`config.mk`:
```
export PLATFORM = sky130hd
export DESIGN_NAME = adc_frame_reader
export DESIGN_NICKNAME = d
export VERILOG_FILES = /design/src/rtl/adc_frame_reader.sv
export SDC_FILE = /design/constraint.sdc
export NUM_CORES = 1
export LEC_CHECK = 0
export BUFFER_PORTS_ARGS = -buffer_cell sky130_fd_sc_hd__buf_4
export CORE_MARGIN = 5
export CORE_UTILIZATION = 51
export DETAILED_ROUTE_END_ITERATION = 10
export PLACE_DENSITY = 0.81
export SYNTH_ARGS = -nofsm -noshare
export SYNTH_HDL_FRONTEND = slang
export SYNTH_SLANG_ARGS = --single-unit
```
`constraint.sdc`:
```
create_clock -name clk -period 2 [get_ports clk]
set_clock_uncertainty 0.2 [all_clocks]
set_input_delay 0.1 -clock clk [delete_from_list [all_inputs] [get_ports clk]]
set_output_delay 0.1 -clock clk [all_outputs]
set_load 0.02 [all_outputs]
```
`src/rtl/adc_frame_reader.sv`:
```
module adc_frame_reader #(
  parameter int HALF = 4
) (
  input  logic        clk,
  input  logic        rst_n,
  input  logic        run,
  input  logic        drop_en,
  input  logic        chan_id_mode,
  input  logic [1:0]  res_sel,
  input  logic [15:0] ctrl_word,
  input  logic        miso,
  input  logic        out_ready,
  output logic        cs_n,
  output logic        sclk,
  output logic        mosi,
  output logic        out_valid,
  output logic [3:0]  out_chan,
  output logic [11:0] out_data,
  output logic        out_ferr
);
  localparam int GW = $clog2(2*HALF+1);
  localparam logic [GW-1:0] GUARD_N = GW'(2*HALF);
  localparam logic [GW-1:0] HALF_M1 = GW'(HALF-1);

  typedef enum logic [1:0] {S_GAP, S_SHIFT, S_TAIL} st_t;
  st_t st;
  logic [GW-1:0] tcnt;
  logic [3:0]  bcnt;
  logic [15:0] tx, rx;
  logic        mode_q;
  logic [1:0]  res_q;
  logic        launch, capture;

  assign launch  = (st == S_GAP) && (tcnt >= GUARD_N) && run && (!out_valid || drop_en);
  assign capture = (st == S_TAIL) && (tcnt == HALF_M1);
  assign mosi    = tx[15];

  always_ff @(posedge clk or negedge rst_n) begin
    if (!rst_n) begin
      st <= S_GAP; tcnt <= '0; bcnt <= '0; tx <= '0; rx <= '0;
      cs_n <= 1'b1; sclk <= 1'b1; mode_q <= 1'b0; res_q <= 2'd0;
    end else begin
      case (st)
        S_GAP: begin
          if (launch) begin
            cs_n <= 1'b0; tx <= ctrl_word; mode_q <= chan_id_mode; res_q <= res_sel;
            tcnt <= '0; bcnt <= '0; st <= S_SHIFT;
          end else if (tcnt < GUARD_N) begin
            tcnt <= tcnt + 1'b1;
          end
        end
        S_SHIFT: begin
          if (tcnt == HALF_M1) begin
            tcnt <= '0;
            if (sclk) begin
              sclk <= 1'b0;
              if (bcnt != 4'd0) tx <= {tx[14:0], 1'b0};
            end else begin
              sclk <= 1'b1;
              rx   <= {rx[14:0], miso};
              bcnt <= bcnt + 1'b1;
              if (bcnt == 4'd15) st <= S_TAIL;
            end
          end else begin
            tcnt <= tcnt + 1'b1;
          end
        end
        default: begin
          if (capture) begin
            cs_n <= 1'b1; tcnt <= '0; st <= S_GAP;
          end else begin
            tcnt <= tcnt + 1'b1;
          end
        end
      endcase
    end
  end

  logic [11:0] raw, aligned;
  logic [3:0]  chan_d;
  logic        ferr_d;
  assign raw    = mode_q ? rx[11:0] : rx[14:3];
  assign chan_d = mode_q ? rx[15:12] : 4'd0;
  assign ferr_d = !mode_q && (rx[15] || (|rx[2:0]));

  always_comb begin
    case (res_q)
      2'd1:    aligned = {2'b00, raw[11:2]};
      2'd2:    aligned = {4'b0000, raw[11:4]};
      default: aligned = raw;
    endcase
  end

  always_ff @(posedge clk or negedge rst_n) begin
    if (!rst_n) begin
      out_valid <= 1'b0; out_chan <= '0; out_data <= '0; out_ferr <= 1'b0;
    end else if (capture) begin
      out_valid <= 1'b1; out_chan <= chan_d; out_data <= aligned; out_ferr <= ferr_d;
    end else if (out_valid && out_ready) begin
      out_valid <= 1'b0;
    end
  end
endmodule

```
==> out/qor.yml, run 1 <==
synth:
  netlist.area_leader.share_pct: 49.6
  syn_nets: 331
  synth-seq-cells: 65
  synthAdderAreaFrac_pct: 2.36
  seq_area_frac_synth_pct: 51.2
  synthTopCellsByCount: "nand2_1 (78), dfrtp_1 (63), mux2_2 (33)"
  yosysMostFrequentCell: "nand2_1"
  synth.avg_cell_area_um2: 10.6
  yosys_most_used_dff: "dfrtp_1"
  synth_area_leaders: "dfrtp_1 (50%), mux2_2 (12%), nand2_1 (9.2%)"
  synth_mux_area_share_pct: 16.6
  synth_top_family_by_area: "multiplexers"
  synth_cells: 300
  synth_compound_area_share_pct: 9.52
  synth_edf_count: 0
  synth_area_leader_cell: "dfrtp_1"
  synthesis.area_um2: 3180
  synth-simple-area-share_pct: 14.9
  async_reset_ff_share_pct: 100
  synth_xor_area_share_pct: 1.10
  ys_types: 41
  yosys_warnings: 0
grt:
  grt_pass1_wl_um: 11500
  antenna_found_initial: 0
  grt_max_degree: 66
  grt_usage_pct: 19.3
  grt_overflow: 0
  grt_pass1_vias: 2400
clock_network:
  cts_max_level: 3
  root_buffer: "clkbuf_8"
  cts_made_buffers: 9
  insertion_delay_ns: 0.36
  clkTransAtPathRegs_ns: 0.08
  cts.sink_count: 65
  cts_tree: "built"
  ctsLongestPathBuffers: 2
floorplanning:
  rows: 28
  fp.dieW_um: 89.0
  fp.coreArea_um2: 5990
  die_y_um: 89.0
  start_util_pct: 53.1
  die-area_um2: 7910
  ios: 46
finish:
  antenna_cells: 0
  finalInstanceArea_um2: 4190
  fin_nets: 409
  final_util_pct: 69.9
  instances_no_fill: 458
  regArea_um2: 1630
  syn2layout_area_growth_pct: 31.8
  multiInputGateArea_um2: 1450
  drive_gt1_share_pct: 34.5
  n_fill_cell: 394
min_path:
  hold_path_end: "tcnt[1]$_DFFE_PN0P_"
  hold_depth: 5
  hold_path.class: "in -> reg"
  hp-start: "drop_en"
power_and_ir_drop:
  p_leak_uw: 0.00199
  vdd_drop_max_mv: 0.802
  power_density_nw_per_um2: 1170
  power_uw: 4890
critical_path:
  start_kind: "flop"
  cpMaxStageDelayCell: "or3b_4"
  setup.worst_path.class: "reg -> reg"
  timing.rr.end: "rx[2]$_DFFE_PN0P_"
  crit_chain: "ha_2 -> or3b_4 -> nor3_4 -> buf_12 -> mux2_2"
  worst_ep_required_time_ns: 2.03
  path_max_fanout: 20
  cpLargestDelayFamily: "simple AND/OR/NAND/NOR gates"
  arrival_ns: 2.01
  r2r_start: "tcnt[1]$_DFFE_PN0P_"
  cp_slowest_stage_delay_ns: 0.41
  path_buf_inv: 1
  r2r_cells: 5
  r2r_slack_ns: 0.02
  crit_path_end_kind: "flop"
timing:
  finalCritPeriodShare_pct: 98.9
  period_minus_slack_ns: 1.98
  tightest_slew_ns: 0.801
  fmax_ghz: 0.505
  rsz0062_at_grt: "yes"
  slew_headroom_pct: 46.6
  drv_slew: 0
  finalSetupViolCount: 0
  hold_viol: 0
routing:
  drcViolationCount: 0
  ant_nets: 0
  drt_iter0_markers: 124
  vias: 2409
  wl_per_cell_um: 14.9
  drt_wl_total_um: 6830
  via_per_inst: 5.26
  first_pass_iters: 4
run:
  drv_cap: 0
placed_design:
  postPlaceCellArea_um2: 3670
  post-place-cells: 418
  place_hpwl_um: 4440
  io_buffers: 45
  gp_congestion: 0.808
outcome:
  status: "finished clean"
report_power, final:
part	switching, uW	total (uW)	internal [uW]	leakage, uW
logic	820	1670	848	0.00105
clock network	528	1360	834	0.000121
registers	234	1860	1630	0.000826
total	1580	4890	3310	0.00199
layer usage:
layer | routed length [um] | vias up | share of wire (%) | global-route usage, %
li1 | - | 1176 | - | -
met3 | 412 | 19 | 6.0 | 5.35
met2 | 3190 | 71 | 47 | 29.6
met4 | 151 | 0 | 2.2 | 7.98
met5 | 0 | - | 0 | 0
met1 | 3080 | 1143 | 45 | 25.9
cells by family after synthesis:
logic type                 after synthesis
AOI/OAI and AO/OA                       47
xor gates and xnor gates                 4
DFF                                     65
buffers and inverters                   29
and+or+nand+nor                        105
muxes                                   44
adders and majority gates                6
how the worst max path moves through the flow:
stage | depth (start not counted) | slack [ns] | start | to
floorplan | 6 | 0.05 | tcnt[0]$_DFFE_PN0P_ | tx[10]$_DFFE_PN0P_
global placement | 5 | 0.04 | tcnt[1]$_DFFE_PN0P_ | rx[9]$_DFFE_PN0P_
detailed placement | 5 | -0.05 | tcnt[1]$_DFFE_PN0P_ | rx[5]$_DFFE_PN0P_
CTS | 5 | -0.01 | tcnt[1]$_DFFE_PN0P_ | rx[5]$_DFFE_PN0P_
global route | 5 | -0.05 | tcnt[0]$_DFFE_PN0P_ | rx[8]$_DFFE_PN0P_
finish | 5 | 0.02 | tcnt[1]$_DFFE_PN0P_ | rx[2]$_DFFE_PN0P_
through the flow:
step,hold slack (ns),TNS [ns],setup WS [ns]
6_report,0.106,0,0.0213
5_1_grt,0.183,-0.695,-0.0475
4_1_cts,0.113,-0.0425,-0.0144
3_3_place_gp,0.0373,0,0.0384
3_5_place_dp,0.0487,-0.566,-0.0491
2_1_floorplan,-0.396,0,0.0479
flip-flops by register name, indices dropped and copies added (netlist names), 2 cells and up:
register and cells:
tcnt 4, st 2, out_chan 4, tx 16
rx 16, out_data 12, res_q 2, bcnt 4
final cells by class:
type | instances | share of cell area (%)
Clock inverter | 6 | 2.78
Clock buffer | 10 | 3.05
Timing Repair Buffer | 84 | 17.3
Inverter | 12 | 1.08
Multi-Input combinational cell | 206 | 34.6
Sequential cell | 65 | 38.9
Tap cell | 75 | 2.24
repair_timing:
item / 4_1_cts / 5_1_grt
buffers inserted: 0 / 1
endpoints found under the setup margin: 18 / 35
hold endpoints to repair: 87 / 0
hold buffers: 23 / 0
resized for setup: 2 / 5
layout by cell type (no fill, tap or decap), types with 4 or more instances in the layout:
cell type / count
inv_1: 12
nand3_1: 4
nor2_1: 4
dfrtp_1: 63
a22o_1: 5
o21ai_0: 21
a21oi_1: 7
mux2_4: 10
buf_4: 58
ha_1: 5
nand2_1: 78
xnor2_1: 4
mux2_2: 32
dlygate4sd3_1: 23
clkbuf_8: 9
worst min-delay path: stages:
cell	delay, ns
buf_4	0.07
nand2b_1	0.14
a21boi_1	0.16
nand2_1	0.08
o21ai_0	0.07
(Power assumes the default switching activity.)
==> inputs of run 2 (changes only) <==
==> constraint.sdc (replaced) <==
create_clock -name clk -period 2 [get_ports clk]
set_clock_uncertainty 0.2 [all_clocks]
set_input_delay 0.3 -clock clk [delete_from_list [all_inputs] [get_ports clk]]
set_output_delay 0.3 -clock clk [all_outputs]
set_load 0.02 [all_outputs]
==> run 2 against run 1 <==
Effect of this change: the run now ends with setup timing left; final area decreased by 2.5%; global-route usage decreased by 0.95 points; first-iteration DRC count decreased by 15%; core utilization decreased by 1.8 points; largest cell class unchanged; combinational power increased by 4%; hold slack got worse by 0.025 ns.
==> out/qor.yml, run 2 (same netlist as run 1, synthesis figures left out) <==
power_and_ir_drop:
  p_leak_uw: 0.00196  # was 0.00199 uW
  power_density_nw_per_um2: 1170  # about the same
  p_int_uw: 3180  # was 3310 uW
  swShare_pct: 33.2  # was 32.3%
  power_uw: 4760  # was 4890 uW
  p_switching_uw: 1580  # about the same
  p_clk_share_pct: 24.1  # was 27.8%
  power_frac_seq_pct: 39.5  # was 38.1%
  vdd_drop_max_mv: 0.888  # was 0.802 mV
  p_comb_share_pct: 36.5  # was 34.1%
timing:
  rsz0062_at_grt: "yes"  # unchanged
  worst_hold_slack_ns: 0.0810  # was 0.106 ns
  finalWorstSetupSlack_ns: -0.00779  # was 0.0213 ns
  fmax_ghz: 0.498  # was 0.505 GHz
  setup_tns_ns: -0.0543  # was 0 ns
  slew_headroom_pct: 71.3  # was 46.6%
  period_minus_slack_ns: 2.01  # was 1.98 ns
  drv_slew: 0  # unchanged
  tightest_slew_ns: 0.429  # was 0.801 ns
  hold_viol: 0  # unchanged
  finalCritPeriodShare_pct: 100  # was 98.9%
  finalSetupViolCount: 11  # was 0
clock_network:
  root_buffer: "clkbuf_8"  # unchanged
  insertion_delay_ns: 0.34  # was 0.36 ns
  clkTransAtPathRegs_ns: 0.07  # was 0.08 ns
  cts_tree: "built"  # unchanged
  ctsLongestPathBuffers: 2  # unchanged
  cts.sink_count: 65  # unchanged
  cts_made_buffers: 9  # unchanged
  cts_max_level: 3  # unchanged
finish:
  finalInstanceArea_um2: 4080  # was 4190 um2
  final_common_cell: "nand2_1"  # unchanged
  reg_top3: "rx: 16 flops, tx: 16 flops, out_data: 12 flops"  # unchanged
  instances_no_fill: 445  # was 458
  final_cell_mix: "nand2_1 (78), dfrtp_1 (62), buf_4 (59), mux2_2 (27), o21ai_0 (21)"  # was nand2_1 (78), dfrtp_1 (63), buf_4 (58), mux2_2 (32), dlygate4sd3_1 (23)
  syn2layout_area_growth_pct: 28.4  # was 31.8%
  fin_nets: 396  # was 409
  antenna_cells: 0  # unchanged
  drive_gt1_share_pct: 37.0  # was 34.5%
outcome:
  violations: "setup timing"
  status: "complete, but fails checks"  # was finished clean
critical_path:
  crit_path_end_kind: "flop"  # unchanged
  critPathLaunch: "tcnt[1]$_DFFE_PN0P_"  # unchanged
  path_max_fanout: 20  # unchanged
  cp_slowest_stage_delay_ns: 0.41  # about the same
  start_kind: "flop"  # unchanged
  endpoint: "rx[6]$_DFFE_PN0P_"  # was rx[2]$_DFFE_PN0P_
  setup.worst_path.class: "reg -> reg"  # unchanged
  r2r_cells: 5  # unchanged
  arrival_ns: 2.02  # was 2.01 ns
  worst_ep_required_time_ns: 2.02  # was 2.03 ns
  r2r_slack_ns: -0.008  # was 0.02 ns
  crit_chain: "ha_2 -> or3b_4 -> nor3_4 -> buf_12 -> mux2_2"  # unchanged
  cpMaxStageDelayCell: "or3b_4"  # unchanged
  timing.rr.end: "rx[6]$_DFFE_PN0P_"  # was rx[2]$_DFFE_PN0P_
  r2r_start: "tcnt[1]$_DFFE_PN0P_"  # unchanged
routing:
  drt_wl_total_um: 6700  # was 6830 um
  ant_nets: 0  # unchanged
  drcViolationCount: 0  # unchanged
  drt_iter0_markers: 105  # was 124
  first_pass_iters: 4  # unchanged
  vias: 2350  # was 2409
  via_per_inst: 5.28  # was 5.26
  wl_per_cell_um: 15.1  # was 14.9 um
placed_design:
  gp_congestion: 0.815  # was 0.808
  io_buffers: 45  # unchanged
  postPlaceCellArea_um2: 3690  # was 3670 um2
  place_hpwl_um: 4490  # was 4440 um
  post-place-cells: 419  # was 418
floorplanning:
  fp.coreArea_um2: 5990  # unchanged
  fp.dieW_um: 89.0  # unchanged
  rows: 28  # unchanged
  start_util_pct: 53.1  # unchanged
  die-area_um2: 7910  # unchanged
  die_y_um: 89.0  # unchanged
  ios: 46  # unchanged
min_path:
  hold_depth: 4  # was 5
  hp-start: "ctrl_word[15]"  # was drop_en
  hold_path.class: "in -> reg"  # unchanged
grt:
  grt_pass1_vias: 2298  # was 2400
  grt_usage_pct: 18.3  # was 19.3%
  grt_pass1_wl_um: 10900  # was 11500 um
  antenna_found_initial: 0  # unchanged
  grt_max_degree: 56  # was 66
  grt_overflow: 0  # unchanged
run:
  drv_cap: 0  # unchanged
run 2: changes by cell type in the layout (fill, tap and decap cells not counted), sizes merged:
cell,before,now
dlygate4sd3,23,7
clkbuf,10,13
buf,61,63
bufinv,3,1
clkinv,3,2
clkinvlp,0,1
run 2: final cells by class:
cell class              instances  area, um2
inverters                      12       45.0
well taps                      75       93.8
clock inverters                 4       51.3
multi-input cells             206       1490
fillers                       452       1910
clock buffers                  12        155
repair buffers                 71        618
flip-flops and latches         65       1630
run 2: critical path, delay by kind of cell, from the launching register on:
kind,cells,cell delay [ns]
multiplexers,1,0.34
adder cells (fa/ha/maj),1,0.21
flip-flops,1,0.38
buffers and inverters,1,0.19
AND/OR/NAND/NOR,2,0.57
run 2: metrics by stage:
stage | util [%] | setup slack (ns)
floorplan | - | 0.0479
global placement | 61.7 | 0.0360
detailed placement | 61.7 | -0.0299
CTS | 66.6 | -0.0237
global route | 68.1 | -0.0698
finish | 68.1 | -0.00779
run 2: power by group through the flow:
stage	clock (uW)	combinational [uW]	sequential [uW]
after floorplan	0	1110	1850
after global placement	0	1520	1860
after detailed placement	0	1580	1870
after CTS	1170	1610	1860
after global routing	1230	1930	1910
final	1140	1730	1880
run 2: how the worst min path moves through the flow:
| stage | endpoint | slack, ns |
|---|---|---|
| after CTS | tx[7]$_DFFE_PN0P_ | 0.06 |
| after global routing | tx[5]$_DFFE_PN0P_ | 0.08 |
| final | tx[15]$_DFFE_PN0P_ | 0.08 |
| after global placement | out_chan[0]$_DFFE_PN0P_ | -0.05 |
| after detailed placement | out_chan[0]$_DFFE_PN0P_ | -0.04 |
| after floorplan | bcnt[0]$_DFFE_PN0P_ | -0.20 |
run 2: routing by layer:
metal  global-route usage, %  vias to the layer above  routed length (um)
met4                    7.31                        0                  97
met2                    28.5                       47                3200
met3                    4.61                        7                 331
met5                       0                        -                   0
met1                    24.7                     1151                3070
li1                        -                     1145                   -
run 2: timing repair:
action | in CTS | in global routing
gates cloned | 0 | 1
hold buffers | 7 | 0
endpoints found under the setup margin | 24 | 35
setup buffers | 0 | 2
pin swaps | 0 | 2
resized for setup | 4 | 12
endpoints found under the hold margin | 69 | 0
==> inputs of run 3 (changes only) <==
--- a/config.mk
+++ b/config.mk
@@ -7,9 +7,9 @@
 export LEC_CHECK = 0
 export BUFFER_PORTS_ARGS = -buffer_cell sky130_fd_sc_hd__buf_4
 export CORE_MARGIN = 5
-export CORE_UTILIZATION = 51
+export CORE_UTILIZATION = 50
 export DETAILED_ROUTE_END_ITERATION = 10
-export PLACE_DENSITY = 0.81
+export PLACE_DENSITY = 0.8
 export SYNTH_ARGS = -nofsm -noshare
 export SYNTH_HDL_FRONTEND = slang
 export SYNTH_SLANG_ARGS = --single-unit
==> run 3 against run 2 <==
Effect of this change: setup slack got worse by 0.031 ns; wire length rose by 3.3%; sequential power barely moved; largest power group unchanged; register-to-register slack got worse by 0.03 ns; critical path depth rose by 1; sequential share of layout area rose by 0.33 points; global-route usage fell by 1.3 points; clock power fell by 9.6%; the run still ends with setup timing left; fmax fell by 1.5%; critical endpoint is now tx[1]$_DFFE_PN0P_; core utilization fell by 3.6 points.
==> out/qor.yml, run 3 (same netlist as run 1, synthesis figures left out) <==
clock_network:
  cts_max_level: 3  # unchanged
  insertion_delay_ns: 0.34  # about the same
  root_buffer: "clkbuf_8"  # unchanged
  cts_tree: "built"  # unchanged
  clkTransAtPathRegs_ns: 0.07  # about the same
  cts_made_buffers: 9  # unchanged
  cts.sink_count: 65  # unchanged
  ctsLongestPathBuffers: 2  # unchanged
power_and_ir_drop:
  power_density_nw_per_um2: 1150  # was 1170 nW/um2
  power_frac_seq_pct: 40.5  # was 39.5%
  swShare_pct: 33.7  # was 33.2%
  p_clk_share_pct: 22.1  # was 24.1%
  vdd_drop_max_mv: 0.662  # was 0.888 mV
  p_switching_uw: 1560  # was 1580 uW
  p_int_uw: 3080  # was 3180 uW
  p_comb_share_pct: 37.4  # was 36.5%
  p_leak_uw: 0.00193  # was 0.00196 uW
routing:
  drcViolationCount: 0  # unchanged
  drt_wl_total_um: 6920  # was 6700 um
  via_per_inst: 5.21  # was 5.28
  wl_per_cell_um: 15.4  # was 15.1 um
  ant_nets: 0  # unchanged
  vias: 2343  # was 2350
  first_pass_iters: 4  # unchanged
  drt_iter0_markers: 117  # was 105
run:
  drv_cap: 0  # unchanged
finish:
  antenna_cells: 0  # unchanged
  finalInstanceArea_um2: 4050  # was 4080 um2
  fin_nets: 400  # was 396
  instances_no_fill: 450  # was 445
  final_common_cell: "nand2_1"  # unchanged
  n_fill_cell: 468  # was 452
  reg_top3: "rx: 16 flops, tx: 16 flops, out_data: 12 flops"  # unchanged
  drive_gt1_share_pct: 37.0  # about the same
  syn2layout_area_growth_pct: 27.4  # was 28.4%
  final_cell_mix: "nand2_1 (78), buf_4 (63), dfrtp_1 (62), mux2_2 (33), o21ai_0 (21)"  # was nand2_1 (78), dfrtp_1 (62), buf_4 (59), mux2_2 (27), o21ai_0 (21)
  final_util_pct: 64.5  # was 68.1%
critical_path:
  crit_chain: "ha_2 -> nor3b_4 -> nand2_2 -> a22oi_4 -> buf_12 -> mux2_1"  # was ha_2 -> or3b_4 -> nor3_4 -> buf_12 -> mux2_2
  path_buf_inv: 1  # unchanged
  worst_ep_required_time_ns: 2.01  # was 2.02 ns
  cp_slowest_stage_delay_ns: 0.37  # was 0.41 ns
  arrival_ns: 2.05  # was 2.02 ns
  cpMaxStageDelayCell: "dfrtp_1"  # was or3b_4
  crit_path_end_kind: "flop"  # unchanged
  cpLargestDelayFamily: "flip-flops"  # was simple AND/OR/NAND/NOR gates
  path_max_fanout: 8  # was 20
  start_kind: "flop"  # unchanged
  setup.worst_path.class: "reg -> reg"  # unchanged
floorplanning:
  die-area_um2: 8050  # was 7910 um2
  die_y_um: 89.7  # was 89.0 um
  ios: 46  # unchanged
  fp.coreArea_um2: 6280  # was 5990 um2
  rows: 29  # was 28
  fp.dieW_um: 89.7  # was 89.0 um
  start_util_pct: 50.6  # was 53.1%
timing:
  finalSetupViolCount: 29  # was 11
  rsz0062_at_grt: "yes"  # unchanged
  slew_headroom_pct: 66.3  # was 71.3%
  drv_slew: 0  # unchanged
  finalCritPeriodShare_pct: 102  # was 100%
  tightest_slew_ns: 0.505  # was 0.429 ns
  fmax_ghz: 0.490  # was 0.498 GHz
  period_minus_slack_ns: 2.04  # was 2.01 ns
  finalWorstSetupSlack_ns: -0.0388  # was -0.00779 ns
  setup_tns_ns: -0.593  # was -0.0543 ns
  hold_viol: 0  # unchanged
grt:
  antenna_found_initial: 0  # unchanged
  grt_overflow: 0  # unchanged
  grt_pass1_vias: 2409  # was 2298
  grt_usage_pct: 17.0  # was 18.3%
  grt_max_degree: 39  # was 56
  grt_pass1_wl_um: 11300  # was 10900 um
placed_design:
  gp_congestion: 0.798  # was 0.815
  postPlaceCellArea_um2: 3720  # was 3690 um2
  post-place-cells: 424  # was 419
  place_hpwl_um: 4690  # was 4490 um
  io_buffers: 45  # unchanged
outcome:
  status: "complete, but fails checks"  # unchanged
  violations: "setup timing"  # unchanged
min_path:
  hold_path.class: "in -> reg"  # unchanged
[run 3: worst min-delay path, stage by stage]
cell and delay (ns):
buf_4 0.08, nand2_1 0.04, nand2_1 0.05, mux2_2 0.13
[run 3: layout make-up]
type                            count  area, um2  area share (%)
Inverter                           12       45.0            1.11
Timing Repair Buffer               75        648            16.0
Multi-Input combinational cell    206       1450            35.8
Tap cell                           77       96.3            2.38
Sequential cell                    65       1630            40.3
Clock buffer                       13        169            4.17
Clock inverter                      2       12.5           0.309
[run 3: timing repair]
item	in CTS	in global routing
buffers inserted	0	3
setup endpoints to repair	3	32
hold buffers	7	0
resized for setup	1	6
cloned	0	1
hold endpoints to repair	41	0
[run 3: through the flow]
step / hold WS (ns) / setup WS, ns / total power (uW)
2_1_floorplan: -0.196 / 0.0479 / 2960
3_3_place_gp: 0.0957 / 0.0690 / 3420
3_5_place_dp: 0.109 / 0.0182 / 3490
4_1_cts: 0.0736 / 0.0104 / 4550
5_1_grt: 0.0848 / -0.0795 / 4940
6_report: 0.0859 / -0.0388 / 4640
[run 3: power groups by stage]
stage | logic [uW] | clock network, uW | registers (uW)
finish | 1730 | 1030 | 1880
global route | 1930 | 1100 | 1920
CTS | 1650 | 1050 | 1860
detailed placement | 1620 | 0 | 1870
global placement | 1570 | 0 | 1860
floorplan | 1110 | 0 | 1850
[run 3: final timing paths]
check / from / to / slack (ns) / cells past startpoint
worst min register to register: cs_n$_DFFE_PN1P_ / cs_n$_DFFE_PN1P_ / 0.27 / 2
worst max-delay path: tcnt[1]$_DFFE_PN0P_ / tx[1]$_DFFE_PN0P_ / -0.04 / 6
max in group asynchronous: rst_n / out_data[0]$_DFFE_PN0P_ / 0.79 / 3
worst max register to register: tcnt[1]$_DFFE_PN0P_ / tx[1]$_DFFE_PN0P_ / -0.04 / 6
worst min-delay path: ctrl_word[2] / tx[2]$_DFFE_PN0P_ / 0.09 / 4
min in group asynchronous: rst_n / tx[3]$_DFFE_PN0P_ / 0.29 / 2
[run 3: routing by layer]
| metal | part of all wire, % | global-route usage (%) | up-vias |
|---|---|---|---|
| li1 | - | - | 1155 |
| met1 | 46 | 22.4 | 1145 |
| met2 | 49 | 27.2 | 35 |
| met3 | 3.4 | 4.67 | 8 |
| met4 | 1.2 | 5.67 | 0 |
| met5 | 0 | 0 | - |
